**config.mk**
```make
export PLATFORM = sky130hd
export DESIGN_NAME = cas_regif_top
export DESIGN_NICKNAME = d
export VERILOG_FILES = /design/src/rtl/cas_regif_pkg.sv /design/src/rtl/cas_bus_decode.sv /design/src/rtl/cas_status_reg.sv /design/src/rtl/cas_data_bufs.sv /design/src/rtl/cas_start_latch.sv /design/src/rtl/cas_irq_gen.sv /design/src/rtl/cas_regif_top.sv
export SDC_FILE = /design/constraint.sdc
export NUM_CORES = 1
export LEC_CHECK = 0
export ABC_AREA = 1
export BUFFER_PORTS_ARGS = -buffer_cell sky130_fd_sc_hd__buf_4
export CAP_MARGIN = 30
export CORE_AREA = 2 2 69 71
export DETAILED_ROUTE_END_ITERATION = 10
export DIE_AREA = 0 0 71 73
export HOLD_SLACK_MARGIN = 0.02
export PLACE_DENSITY = 0.67
export SYNTH_ARGS = -nofsm -noshare
export SYNTH_HDL_FRONTEND = slang
export SYNTH_SLANG_ARGS = --single-unit
```
**constraint.sdc**
```tcl
create_clock -name clk -period 1.8 [get_ports clk]
set_input_delay 0.45 -clock clk [delete_from_list [all_inputs] [get_ports clk]]
set_output_delay 0.45 -clock clk [all_outputs]
set_load 0.03 [all_outputs]
```
**src/rtl/cas_regif_pkg.sv**
```systemverilog
`timescale 1ns/1ps
package cas_regif_pkg;
  localparam int NUM_DRIVES = 2;
  localparam int UNIT_W     = $clog2(NUM_DRIVES);
  localparam int CSR_W      = 16;
  localparam int BYTE_W     = 8;
  localparam int FUNC_W     = 3;
  localparam int STAT_N     = 5;

  localparam int B_ERR  = 15;
  localparam int B_CRC  = 14;
  localparam int B_BEOT = 13;
  localparam int B_WLK  = 12;
  localparam int B_EOF  = 11;
  localparam int B_TIM  = 10;
  localparam int B_EMP  = 9;
  localparam int B_UNIT = 8;
  localparam int B_TR   = 7;
  localparam int B_IE   = 6;
  localparam int B_RDY  = 5;
  localparam int B_ILBS = 4;
  localparam int B_FUNC = 1;
  localparam int B_GO   = 0;

  function automatic logic [CSR_W-1:0] bit_at(input int pos);
    logic [CSR_W-1:0] v;
    v = '0;
    v[pos] = 1'b1;
    return v;
  endfunction

  function automatic logic [CSR_W-1:0] sw_mask();
    logic [CSR_W-1:0] m;
    m = bit_at(B_UNIT) | bit_at(B_IE) | bit_at(B_ILBS);
    for (int i = 0; i < FUNC_W; i++) m |= bit_at(B_FUNC + i);
    return m;
  endfunction

  function automatic logic [CSR_W-1:0] start_clr_mask();
    return bit_at(B_ERR) | bit_at(B_CRC) | bit_at(B_BEOT) | bit_at(B_WLK) |
           bit_at(B_EOF) | bit_at(B_TIM) | bit_at(B_EMP) | bit_at(B_TR) |
           bit_at(B_RDY);
  endfunction

  // byte lane merge: byte data always arrives on the low lane
  function automatic logic [CSR_W-1:0] merge_lanes(input logic [CSR_W-1:0] cur,
                                                   input logic [CSR_W-1:0] wd,
                                                   input logic is_byte,
                                                   input logic odd);
    if (!is_byte) return wd;
    if (odd) return {wd[BYTE_W-1:0], cur[BYTE_W-1:0]};
    return {cur[CSR_W-1:BYTE_W], wd[BYTE_W-1:0]};
  endfunction

  function automatic logic [CSR_W-1:0] apply_sw(input logic [CSR_W-1:0] cur,
                                                input logic [CSR_W-1:0] merged);
    return (cur & ~sw_mask()) | (merged & sw_mask());
  endfunction

  function automatic logic [CSR_W-1:0] stat_bits(input logic [STAT_N-1:0] s);
    logic [CSR_W-1:0] v;
    v = '0;
    if (s[0]) v |= bit_at(B_ERR);
    if (s[1]) v |= bit_at(B_CRC);
    if (s[2]) v |= bit_at(B_BEOT);
    if (s[3]) v |= bit_at(B_WLK);
    if (s[4]) v |= bit_at(B_EOF);
    return v;
  endfunction
endpackage

```
**src/rtl/cas_bus_decode.sv**
```systemverilog
`timescale 1ns/1ps
module cas_bus_decode
  import cas_regif_pkg::*;
(
  input  logic             bus_sel,
  input  logic             bus_we,
  input  logic [1:0]       bus_addr,
  input  logic             bus_byte,
  input  logic [CSR_W-1:0] bus_wdata,
  input  logic [CSR_W-1:0] cs_q,
  input  logic             seq_busy,
  output logic             cs_wr_ev,
  output logic             db_rd_ev,
  output logic             db_wr_ev,
  output logic             db_odd_ev,
  output logic             go_ok_ev,
  output logic             go_busy_ev,
  output logic [CSR_W-1:0] merged
);
  logic db_wr_any;

  always_comb begin
    cs_wr_ev   = bus_sel && bus_we && !bus_addr[1];
    db_rd_ev   = bus_sel && !bus_we && bus_addr[1];
    db_wr_any  = bus_sel && bus_we && bus_addr[1];
    db_odd_ev  = db_wr_any && bus_byte && bus_addr[0];
    db_wr_ev   = db_wr_any && !db_odd_ev;
    merged     = merge_lanes(cs_q, bus_wdata, bus_byte, bus_addr[0]);
    go_ok_ev   = cs_wr_ev && merged[B_GO] && !seq_busy;
    go_busy_ev = cs_wr_ev && merged[B_GO] && seq_busy;
  end
endmodule

```
**src/rtl/cas_status_reg.sv**
```systemverilog
`timescale 1ns/1ps
module cas_status_reg
  import cas_regif_pkg::*;
(
  input  logic                  clk,
  input  logic                  rst_n,
  input  logic                  cs_wr_ev,
  input  logic                  db_rd_ev,
  input  logic                  db_wr_ev,
  input  logic                  go_ok_ev,
  input  logic [CSR_W-1:0]      merged,
  input  logic                  seq_tr_req,
  input  logic                  seq_done,
  input  logic [STAT_N-1:0]     seq_stat_set,
  input  logic [NUM_DRIVES-1:0] drv_loaded,
  output logic [CSR_W-1:0]      cs_q,
  output logic                  tim_ev
);
  logic [CSR_W-1:0] cs_d;
  logic             tr_set_ev;

  always_comb begin
    tim_ev    = seq_tr_req && cs_q[B_TR];
    tr_set_ev = seq_tr_req && !cs_q[B_TR];
    cs_d = cs_q | stat_bits(seq_stat_set);
    if (seq_done) cs_d[B_RDY] = 1'b1;
    if (tim_ev) begin
      cs_d[B_ERR] = 1'b1;
      cs_d[B_TIM] = 1'b1;
    end
    if (tr_set_ev) cs_d[B_TR] = 1'b1;
    if (cs_wr_ev) begin
      cs_d = apply_sw(cs_d, merged);
      if (go_ok_ev) cs_d = cs_d & ~start_clr_mask();
      if (cs_d[B_ILBS]) cs_d[B_TR] = 1'b0;
    end
    if (db_rd_ev || db_wr_ev) cs_d[B_TR] = 1'b0;
    if (!drv_loaded[cs_d[B_UNIT +: UNIT_W]]) begin
      cs_d[B_EMP] = 1'b1;
      cs_d[B_RDY] = 1'b1;
    end else begin
      cs_d[B_EMP] = 1'b0;
    end
    cs_d[B_GO] = 1'b0;
  end

  always_ff @(posedge clk or negedge rst_n) begin
    if (!rst_n) cs_q <= bit_at(B_RDY);
    else        cs_q <= cs_d;
  end


  tr_twice_chk: assert property (@(posedge clk) disable iff (!rst_n)
    tim_ev && !go_ok_ev |=> cs_q[B_ERR] && cs_q[B_TIM]);

  ilbs_hold_chk: assert property (@(posedge clk) disable iff (!rst_n)
    cs_wr_ev && merged[B_ILBS] |=> !cs_q[B_TR]);

  db_rd_clr_chk: assert property (@(posedge clk) disable iff (!rst_n)
    db_rd_ev |=> !cs_q[B_TR]);

  start_clr_chk: assert property (@(posedge clk) disable iff (!rst_n)
    go_ok_ev |=> !cs_q[B_TR] && !cs_q[B_ERR] && !cs_q[B_TIM]);

  go_zero_chk: assert property (@(posedge clk) disable iff (!rst_n)
    cs_wr_ev |=> !cs_q[B_GO]);
endmodule

```
**src/rtl/cas_data_bufs.sv**
```systemverilog
`timescale 1ns/1ps
module cas_data_bufs
  import cas_regif_pkg::*;
(
  input  logic              clk,
  input  logic              rst_n,
  input  logic              db_wr_ev,
  input  logic              db_odd_ev,
  input  logic [BYTE_W-1:0] wr_byte,
  input  logic              seq_in_load,
  input  logic [BYTE_W-1:0] seq_in_byte,
  output logic [BYTE_W-1:0] in_byte_q,
  output logic [BYTE_W-1:0] out_byte_q
);
  always_ff @(posedge clk or negedge rst_n) begin
    if (!rst_n) begin
      in_byte_q  <= '0;
      out_byte_q <= '0;
    end else begin
      if (seq_in_load) in_byte_q <= seq_in_byte;
      if (db_wr_ev) out_byte_q <= wr_byte;
    end
  end


  odd_ignore_chk: assert property (@(posedge clk) disable iff (!rst_n)
    db_odd_ev |=> $stable(out_byte_q));
endmodule

```
**src/rtl/cas_start_latch.sv**
```systemverilog
`timescale 1ns/1ps
module cas_start_latch
  import cas_regif_pkg::*;
(
  input  logic              clk,
  input  logic              rst_n,
  input  logic              go_ok_ev,
  input  logic              go_busy_ev,
  input  logic [CSR_W-1:0]  merged,
  output logic              start_pulse,
  output logic [UNIT_W-1:0] start_unit,
  output logic [FUNC_W-1:0] start_func
);
  always_ff @(posedge clk or negedge rst_n) begin
    if (!rst_n) begin
      start_pulse <= 1'b0;
      start_unit  <= '0;
      start_func  <= '0;
    end else begin
      start_pulse <= go_ok_ev;
      if (go_ok_ev) begin
        start_unit <= merged[B_UNIT +: UNIT_W];
        start_func <= merged[B_FUNC +: FUNC_W];
      end
    end
  end


  go_busy_chk: assert property (@(posedge clk) disable iff (!rst_n)
    go_busy_ev |=> !start_pulse);

  pulse_src_chk: assert property (@(posedge clk) disable iff (!rst_n)
    $rose(start_pulse) |-> $past(go_ok_ev));
endmodule

```
**src/rtl/cas_irq_gen.sv**
```systemverilog
`timescale 1ns/1ps
module cas_irq_gen
  import cas_regif_pkg::*;
(
  input  logic             clk,
  input  logic             rst_n,
  input  logic [CSR_W-1:0] cs_q,
  output logic             irq
);
  assign irq = cs_q[B_IE] && (cs_q[B_TR] || cs_q[B_RDY]);


  irq_src_chk: assert property (@(posedge clk) disable iff (!rst_n)
    $rose(irq) |-> cs_q[B_IE]);

  irq_drop_chk: assert property (@(posedge clk) disable iff (!rst_n)
    !cs_q[B_TR] && !cs_q[B_RDY] |-> !irq);
endmodule

```
**src/rtl/cas_regif_top.sv**
```systemverilog
`timescale 1ns/1ps
module cas_regif_top
  import cas_regif_pkg::*;
(
  input  logic                  clk,
  input  logic                  rst_n,
  input  logic                  bus_sel,
  input  logic                  bus_we,
  input  logic [1:0]            bus_addr,
  input  logic                  bus_byte,
  input  logic [CSR_W-1:0]      bus_wdata,
  output logic [CSR_W-1:0]      bus_rdata,
  input  logic                  seq_busy,
  input  logic                  seq_tr_req,
  input  logic                  seq_done,
  input  logic [STAT_N-1:0]     seq_stat_set,
  input  logic                  seq_in_load,
  input  logic [BYTE_W-1:0]     seq_in_byte,
  input  logic [NUM_DRIVES-1:0] drv_loaded,
  output logic                  start_pulse,
  output logic [UNIT_W-1:0]     start_unit,
  output logic [FUNC_W-1:0]     start_func,
  output logic [BYTE_W-1:0]     out_byte,
  output logic                  irq
);
  logic             cs_wr_ev, db_rd_ev, db_wr_ev, db_odd_ev;
  logic             go_ok_ev, go_busy_ev, tim_ev;
  logic [CSR_W-1:0] merged, cs_q;
  logic [BYTE_W-1:0] in_byte_q;

  cas_bus_decode u_dec (
    .bus_sel(bus_sel), .bus_we(bus_we), .bus_addr(bus_addr),
    .bus_byte(bus_byte), .bus_wdata(bus_wdata), .cs_q(cs_q),
    .seq_busy(seq_busy), .cs_wr_ev(cs_wr_ev), .db_rd_ev(db_rd_ev),
    .db_wr_ev(db_wr_ev), .db_odd_ev(db_odd_ev), .go_ok_ev(go_ok_ev),
    .go_busy_ev(go_busy_ev), .merged(merged)
  );

  cas_status_reg u_csr (
    .clk(clk), .rst_n(rst_n), .cs_wr_ev(cs_wr_ev), .db_rd_ev(db_rd_ev),
    .db_wr_ev(db_wr_ev), .go_ok_ev(go_ok_ev), .merged(merged),
    .seq_tr_req(seq_tr_req), .seq_done(seq_done),
    .seq_stat_set(seq_stat_set), .drv_loaded(drv_loaded),
    .cs_q(cs_q), .tim_ev(tim_ev)
  );

  cas_data_bufs u_bufs (
    .clk(clk), .rst_n(rst_n), .db_wr_ev(db_wr_ev), .db_odd_ev(db_odd_ev),
    .wr_byte(bus_wdata[BYTE_W-1:0]), .seq_in_load(seq_in_load),
    .seq_in_byte(seq_in_byte), .in_byte_q(in_byte_q), .out_byte_q(out_byte)
  );

  cas_start_latch u_start (
    .clk(clk), .rst_n(rst_n), .go_ok_ev(go_ok_ev), .go_busy_ev(go_busy_ev),
    .merged(merged), .start_pulse(start_pulse), .start_unit(start_unit),
    .start_func(start_func)
  );

  cas_irq_gen u_irq (.clk(clk), .rst_n(rst_n), .cs_q(cs_q), .irq(irq));

  assign bus_rdata = bus_addr[1] ? {{(CSR_W-BYTE_W){1'b0}}, in_byte_q} : cs_q;


  empty_force_chk: assert property (@(posedge clk) disable iff (!rst_n)
    cs_q[B_EMP] |-> cs_q[B_RDY]);

  pulse_one_chk: assert property (@(posedge clk) disable iff (!rst_n)
    start_pulse |-> !cs_q[B_TR] && !cs_q[B_ERR]);
endmodule

```
==> impl_metrics.sql, run 1 <==
INSERT INTO impl_metrics (metric_group, metric, value, unit) VALUES
('cts', 'clkSlewWorstSetupHoldPaths', '0.06', 'ns'),
('cts', 'cts.path.max_buffers', '2', ''),
('cts', 'clock-root-buffer', 'sky130_fd_sc_hd__clkbuf_8', ''),
('routing', 'met3_routed_wl', '209', 'um'),
('power_and_ir_drop', 'vdd_ir_drop_max', '0.0005552', 'V'),
('cts', 'htree_num_levels', '2', ''),
('cts', 'tritoncts', 'yes', ''),
('layout', 'post_route_cells_drive_above_1_share', '0.3552', ''),
('floorplanning', 'effective_utilization_at_floorplan', '0.3834', ''),
('timing', 'timing.clock.skew', '0.005284', 'ns'),
('worst_setup_path', 'critical_path.n_buffers_inverters', '2', ''),
('global_route', 'grt_max_degree', '37', ''),
('worst_setup_path', 'reg2reg_depth', '6', ''),
('timing', 'maxClockFrequency', '600.3', 'MHz'),
('layout', 'area_growth_synth_to_finish', '32.37', '%'),
('layout', 'n_antenna_cell', '0', ''),
('timing', 'worst_slew_pin_slew', '0.4538', 'ns'),
('worst_setup_path', 'crit_path_start', 'u_csr.cs_q[5]', ''),
('routing', 'detail_route.first_pass.iterations', '4', ''),
('worst_setup_path', 'critical_path.top_delay_family', 'flip-flops', ''),
('layout', 'final_core_utilization', '0.5076', ''),
('worst_setup_path', 'cp_num_cells', '3', ''),
('worst_setup_path', 'timing.critical_path.required', '1.35', 'ns'),
('worst_setup_path', 'r2r-start', 'u_csr.cs_q[8]', ''),
('timing', 'timing.final.setup_violations', '0', ''),
('cts', 'cts.repair.resized', '0', ''),
('layout', 'nets', '301', ''),
('floorplanning', 'ios', '72', ''),
('floorplanning', 'num_rows', '25', ''),
('routing', 'dr_total_vias', '1421', ''),
('floorplanning', 'core-area', '4536', 'um^2'),
('global_route', 'grt_usage', '0.1500', ''),
('power_and_ir_drop', 'intPower', '1.435', 'mW'),
('logic_synthesis', 'synth.lib_cells_used.distinct', '23', ''),
('worst_setup_path', 'path_cells', 'inv_1, o21ai_0, buf_4', ''),
('place', 'place_hpwl', '2737', 'um'),
('power_and_ir_drop', 'combinationalPowerShare', '0.302', ''),
('timing', 'hold_violations', '0', ''),
('global_route', 'overflow', '0', ''),
('logic_synthesis', 'synth_warnings', '0', ''),
('logic_synthesis', 'synthCells', '196', ''),
('routing', 'totalWireLength', '3644', 'um'),
('timing', 'post_route_clock_period_utilization', '0.9255', ''),
('power_and_ir_drop', 'leakage_power_total', '1.252', 'nW'),
('power_and_ir_drop', 'finalPower', '2.141', 'mW'),
('global_route', 'global_route_wire_length_before_repair', '5961', 'um'),
('place', 'globalplace.congestion', '0.7355', ''),
('timing', 'unrepaired_setup_endpoints_after_global_routing', 'no', ''),
('cts', 'numCtsBuffers', '5', ''),
('routing', 'top_layer_used', 'met4', ''),
('logic_synthesis', 'synth_nets', '238', ''),
('worst_setup_path', 'timing.setup.critical_path_class', 'reg -> out', ''),
('logic_synthesis', 'seq_area_frac_synth', '0.5187', ''),
('floorplanning', 'die-area', '5183', 'um^2'),
('place', 'io_buffer_count', '64', ''),
('routing', 'initialDrtViolationCount', '57', ''),
('timing', 'finalWorstPathRequiredPeriod', '1.666', 'ns'),
('global_route', 'number_of_global_route_vias_before_repair', '1345', ''),
('worst_setup_path', 'slowest_delay', '0.53', 'ns'),
('cts', 'clock_sink_count', '36', ''),
('worst_setup_path', 'critical-path-slowest-cell', 'sky130_fd_sc_hd__dfstp_2', ''),
('floorplanning', 'y_dimension_of_the_die', '73', 'um'),
('logic_synthesis', 'ys_seq_elements', '36', ''),
('power_and_ir_drop', 'swShare', '0.3298', ''),
('logic_synthesis', 'synthesis.area_per_instance', '8.873', 'um^2'),
('timing', 'pins_over_slew_limit', '0', ''),
('run_status', 'outcome', 'finished, final reports clean', ''),
('routing', 'detail_route.wl_per_cell', '11.64', 'um'),
('routing', 'route.detailed.drc', '0', ''),
('power_and_ir_drop', 'power.density', '930.0', 'nW/um^2'),
('floorplanning', 'floorplan.die.width', '71', 'um');
[worst register-to-register path: stages, from the launching register on]
cell	delay, ns
sky130_fd_sc_hd__dfrtp_1	0.40
sky130_fd_sc_hd__inv_1	0.09
sky130_fd_sc_hd__nand2_1	0.05
sky130_fd_sc_hd__nand3_1	0.07
sky130_fd_sc_hd__nand3_1	0.07
sky130_fd_sc_hd__nand3_1	0.10
sky130_fd_sc_hd__nand2_1	0.06
[layer usage]
layer	vias to the layer above	global-route usage
li1	732	-
met3	5	0.05110
met5	-	0
met4	0	0.05031
met2	42	0.2513
met1	642	0.1819
[metrics by stage]
stage               worst slack, ns  instance area, um^2  hold WS [ns]  std cells  TNS [ns]
floorplan                   -0.1103                 1739        0.1544        196   -0.4410
global placement             0.2390                 2225        0.4369        306         0
detailed placement           0.2334                 2225        0.4387        306         0
CTS                          0.1059                 2302        0.1282        313         0
global route                0.04845                 2302        0.1382        313         0
finish                       0.1341                 2302        0.1200        313         0
[logic make-up after synthesis]
kind of cell	share of synthesized area
DFF	0.5187
buffers and inverters	0.1209
muxes	0.05180
AOI/OAI and AO/OA	0.1144
and+or+nand+nor	0.1942
[synth_stat cells]
cell type / instances / share of area
sky130_fd_sc_hd__dfrtp_1: 35 / 0.50
sky130_fd_sc_hd__nand3_4: 2 / 0.020
sky130_fd_sc_hd__nand3b_1: 1 / 0.0043
sky130_fd_sc_hd__nor2_1: 13 / 0.028
sky130_fd_sc_hd__o21ai_2: 5 / 0.025
sky130_fd_sc_hd__o21ai_1: 4 / 0.012
sky130_fd_sc_hd__clkbuf_1: 2 / 0.0043
sky130_fd_sc_hd__mux2_2: 8 / 0.052
sky130_fd_sc_hd__nand2_1: 46 / 0.099
sky130_fd_sc_hd__o31ai_2: 1 / 0.0072
sky130_fd_sc_hd__buf_2: 2 / 0.0058
sky130_fd_sc_hd__nand2_4: 1 / 0.0065
sky130_fd_sc_hd__nand4_4: 1 / 0.012
sky130_fd_sc_hd__or2_2: 1 / 0.0036
sky130_fd_sc_hd__dfstp_2: 1 / 0.015
sky130_fd_sc_hd__o22ai_1: 1 / 0.0036
sky130_fd_sc_hd__o21ai_0: 20 / 0.058
sky130_fd_sc_hd__a21oi_1: 2 / 0.0058
sky130_fd_sc_hd__inv_4: 2 / 0.0072
sky130_fd_sc_hd__buf_6: 4 / 0.026
sky130_fd_sc_hd__a31oi_1: 1 / 0.0036
sky130_fd_sc_hd__nand3_1: 7 / 0.020
sky130_fd_sc_hd__inv_1: 36 / 0.078
[flip-flops by register name, summed over array words and instances (netlist names)]
| register | cells |
|---|---|
| u_bufs.in_byte_q | 8 |
| u_bufs.out_byte_q | 8 |
| u_csr.cs_q | 15 |
| u_start.start_func | 3 |
| u_start.start_pulse | 1 |
| u_start.start_unit | 1 |
[power groups by stage]
stage	logic (mW)	registers [mW]	clock network, mW
2_1_floorplan	0.282	1.09	0
3_3_place_gp	0.647	0.986	0
3_5_place_dp	0.658	0.987	0
4_1_cts	0.658	0.973	0.547
5_1_grt	0.705	0.986	0.588
6_report	0.646	0.973	0.522
[how the worst max path moves through the flow]
| stage | end |
|---|---|
| floorplan | bus_rdata[4] |
| global placement | u_start.start_func[2] |
| detailed placement | bus_rdata[1] |
| CTS | bus_rdata[5] |
| global route | irq |
| finish | bus_rdata[5] |
[area by class of cell]
cell class | instances | area [um^2]
fill | 442 | 2233
multi-input combinational | 114 | 626.9
inverter | 38 | 147.6
clock buffer | 6 | 72.57
timing repair buffer | 64 | 480.5
clock inverter | 1 | 5.005
sequential | 36 | 902.1
tap | 54 | 67.56
[cells in the final DEF, fill, tap and decap left out]
cell,n
sky130_fd_sc_hd__inv_1,36
sky130_fd_sc_hd__o22ai_1,1
sky130_fd_sc_hd__clkinv_2,1
sky130_fd_sc_hd__nand2_4,1
sky130_fd_sc_hd__a21oi_1,2
sky130_fd_sc_hd__nand4_4,1
sky130_fd_sc_hd__a31oi_1,1
sky130_fd_sc_hd__dfstp_2,1
sky130_fd_sc_hd__dfrtp_1,35
sky130_fd_sc_hd__nand3b_1,1
sky130_fd_sc_hd__clkbuf_1,1
sky130_fd_sc_hd__o31ai_2,1
sky130_fd_sc_hd__nand3_1,7
sky130_fd_sc_hd__o21ai_1,4
sky130_fd_sc_hd__nor2_1,13
sky130_fd_sc_hd__clkbuf_8,5
sky130_fd_sc_hd__nand2_1,46
sky130_fd_sc_hd__buf_4,64
sky130_fd_sc_hd__or2_2,1
sky130_fd_sc_hd__inv_4,2
sky130_fd_sc_hd__o21ai_0,20
sky130_fd_sc_hd__mux2_2,8
sky130_fd_sc_hd__o21ai_2,5
sky130_fd_sc_hd__nand3_4,2
Note: power is estimated with default switching activity, not from simulation.
==> inputs of run 2 (changes only) <==
--- a/config.mk
+++ b/config.mk
@@ -9,6 +9,7 @@
 export BUFFER_PORTS_ARGS = -buffer_cell sky130_fd_sc_hd__buf_4
 export CAP_MARGIN = 30
 export CORE_AREA = 2 2 69 71
+export CTS_BUF_LIST = sky130_fd_sc_hd__clkbuf_8
 export DETAILED_ROUTE_END_ITERATION = 10
 export DIE_AREA = 0 0 71 73
 export HOLD_SLACK_MARGIN = 0.02
==> impl_metrics.sql, run 2 (synthesized netlist as in run 1, its figures left out) <==
INSERT INTO impl_metrics (metric_group, metric, value, unit) VALUES
('run_status', 'outcome', 'finished, final reports clean', ''),
('cts', 'tritoncts', 'yes', ''),
('timing', 'worst_slew_pin_slew', '0.4538', 'ns'),
('timing', 'timing.clock.skew', '0.005275', 'ns'),
('worst_setup_path', 'critical_path.top_delay_family', 'flip-flops', ''),
('cts', 'clock-root-buffer', 'sky130_fd_sc_hd__clkbuf_8', ''),
('global_route', 'global_route_wire_length_before_repair', '5961', 'um'),
('job', 'drv_cap', '0', ''),
('timing', 'timing.final.setup_violations', '0', ''),
('worst_setup_path', 'worst_ep_arrival_time', '1.20', 'ns'),
('worst_setup_path', 'cp_num_cells', '3', ''),
('global_route', 'antenna_violations_before_repair', '0', ''),
('worst_setup_path', 'timing.setup.critical_path_class', 'reg -> out', ''),
('worst_setup_path', 'critical_path.n_buffers_inverters', '2', ''),
('cts', 'htree_num_levels', '2', ''),
('worst_setup_path', 'timing.critical_path.required', '1.35', 'ns'),
('layout', 'most-common-layout-cells', 'sky130_fd_sc_hd__buf_4 (64), sky130_fd_sc_hd__nand2_1 (46), sky130_fd_sc_hd__inv_1 (37)', ''),
('floorplanning', 'core-area', '4536', 'um^2'),
('layout', 'n_antenna_cell', '0', ''),
('worst_setup_path', 'path_cells', 'inv_1, o21ai_0, buf_4', ''),
('cts', 'cts.repair.resized', '0', ''),
('timing', 'hold_ws', '0.1200', 'ns'),
('global_route', 'grt_max_degree', '37', ''),
('global_route', 'overflow', '0', ''),
('cts', 'cts.path.max_buffers', '2', ''),
('cts', 'post-cts-setup-buffers', '0', ''),
('place', 'dp.cells', '306', ''),
('timing', 'hold_violations', '0', ''),
('floorplanning', 'num_rows', '25', ''),
('routing', 'totalWireLength', '3646', 'um'),
('layout', 'largest_reg_flops', '15', ''),
('routing', 'dr_total_vias', '1420', ''),
('power_and_ir_drop', 'vdd_ir_drop_max', '0.0005553', 'V'),
('worst_setup_path', 'critical-path-slowest-cell', 'sky130_fd_sc_hd__dfstp_2', ''),
('cts', 'clock_sink_count', '36', ''),
('worst_setup_path', 'critical_path.reg2reg.endpoint', 'u_csr.cs_q[9]', ''),
('hold_path', 'timing.hold.worst.class', 'in -> async', ''),
('place', 'placement.setup.worst_slack', '0.2334', 'ns'),
('layout', 'post_route_cells_drive_above_1_share', '0.3552', ''),
('layout', 'stdcell_count', '313', ''),
('timing', 'pins_over_slew_limit', '0', ''),
('floorplanning', 'floorplan.die.width', '71', 'um'),
('place', 'place_hpwl', '2737', 'um'),
('place', 'detailed_place.area', '2225', 'um^2'),
('cts', 'clkSlewWorstSetupHoldPaths', '0.06', 'ns'),
('global_route', 'grt_usage', '0.1500', ''),
('routing', 'detail_route.first_pass.iterations', '4', ''),
('timing', 'final.setup.worst_slack', '0.1468', 'ns'),
('timing', 'unrepaired_setup_endpoints_after_global_routing', 'no', ''),
('worst_setup_path', 'slowest_delay', '0.53', 'ns'),
('worst_setup_path', 'reg2reg_depth', '6', ''),
('layout', 'layout_top_registers', 'u_csr.cs_q (15), u_bufs.in_byte_q (8), u_bufs.out_byte_q (8)', ''),
('cts', 'numCtsBuffers', '5', ''),
('worst_setup_path', 'r2r-start', 'u_csr.cs_q[8]', ''),
('layout', 'max_flop_register', 'u_csr.cs_q', ''),
('timing', 'maxClockFrequency', '604.9', 'MHz'),
('routing', 'ant_nets', '0', ''),
('cts', 'insertion_delay', '0.28', 'ns'),
('place', 'globalplace.congestion', '0.7355', ''),
('routing', 'viasPerCell', '4.537', ''),
('worst_setup_path', 'timing.critical_path.fanout_max', '2', ''),
('routing', 'initialDrtViolationCount', '59', ''),
('timing', 'worst_slew_margin_rel', '0.6975', ''),
('layout', 'nets', '301', ''),
('routing', 'detail_route.wl_per_cell', '11.65', 'um'),
('floorplanning', 'y_dimension_of_the_die', '73', 'um'),
('worst_setup_path', 'critPathLaunchType', 'flop', ''),
('layout', 'layout.cells.most_common', 'sky130_fd_sc_hd__buf_4', ''),
('power_and_ir_drop', 'power.density', '927.7', 'nW/um^2'),
('global_route', 'number_of_global_route_vias_before_repair', '1345', ''),
('layout', 'area_growth_synth_to_finish', '32.37', '%'),
('floorplanning', 'die-area', '5183', 'um^2'),
('power_and_ir_drop', 'leakage_power_total', '1.256', 'nW'),
('worst_setup_path', 'flop_to_flop_setup_slack', '0.86', 'ns'),
('place', 'io_buffer_count', '64', ''),
('floorplanning', 'effective_utilization_at_floorplan', '0.3834', ''),
('floorplanning', 'ios', '72', ''),
('layout', 'stdcell_area', '2302', 'um^2'),
('routing', 'route.detailed.drc', '0', ''),
('worst_setup_path', 'end_kind', 'output pin', ''),
('timing', 'finalWorstPathRequiredPeriod', '1.653', 'ns'),
('timing', 'post_route_clock_period_utilization', '0.9184', ''),
('worst_setup_path', 'crit_path_start', 'u_csr.cs_q[5]', ''),
('cts', 'number_of_buffers_inserted_by_hold_repair_at_cts', '0', '');
run 2: cell count changes in the layout (fill, tap and decap cells not counted):
cell	delta
sky130_fd_sc_hd__clkbuf_1	-1
sky130_fd_sc_hd__inv_1	+1
run 2: worst reg2reg max path: stages, from the launching register on:
cell                      delay [ns]
sky130_fd_sc_hd__dfrtp_1        0.40
sky130_fd_sc_hd__inv_1          0.09
sky130_fd_sc_hd__nand2_1        0.05
sky130_fd_sc_hd__nand3_1        0.07
sky130_fd_sc_hd__nand3_1        0.07
sky130_fd_sc_hd__nand3_1        0.10
sky130_fd_sc_hd__nand2_1        0.06
run 2: cell type report:
class                   instances  area [um^2]
clock buffers                   5        68.82
clock inverters                 2        8.758
fillers                       442         2233
inverters                      38        147.6
multi-input cells             114        626.9
flip-flops and latches         36        902.1
well taps                      54        67.56
repair buffers                 64        480.5
run 2: metrics by stage:
step	setup TNS [ns]	power [mW]	util
2_1_floorplan	-0.4410	1.371	-
3_3_place_gp	0	1.633	0.4905
3_5_place_dp	0	1.645	0.4905
4_1_cts	0	2.174	0.5076
5_1_grt	0	2.273	0.5076
6_report	0	2.136	0.5076
run 2: how the worst max path moves through the flow:
stage / end / slack [ns]
2_1_floorplan: bus_rdata[4] / -0.11
6_report: bus_rdata[5] / 0.15
5_1_grt: irq / 0.05
3_5_place_dp: bus_rdata[1] / 0.23
3_3_place_gp: u_start.start_func[2] / 0.24
4_1_cts: bus_rdata[5] / 0.11
run 2: routing by layer:
| metal | part of all wire | routed length (um) | track usage | vias up |
|---|---|---|---|---|
| met2 | 0.50 | 1819 | 0.2513 | 42 |
| met4 | 0.013 | 46 | 0.05031 | 0 |
| met1 | 0.43 | 1571 | 0.1819 | 642 |
| li1 | - | - | - | 731 |
| met3 | 0.057 | 209 | 0.05110 | 5 |
| met5 | 0 | 0 | 0 | - |
run 2: report_power, final:
part | leakage, nW | internal (mW) | switching, mW
clock network | 0.0452 | 0.257 | 0.260
registers | 0.419 | 0.918 | 0.0546
logic | 0.792 | 0.254 | 0.392
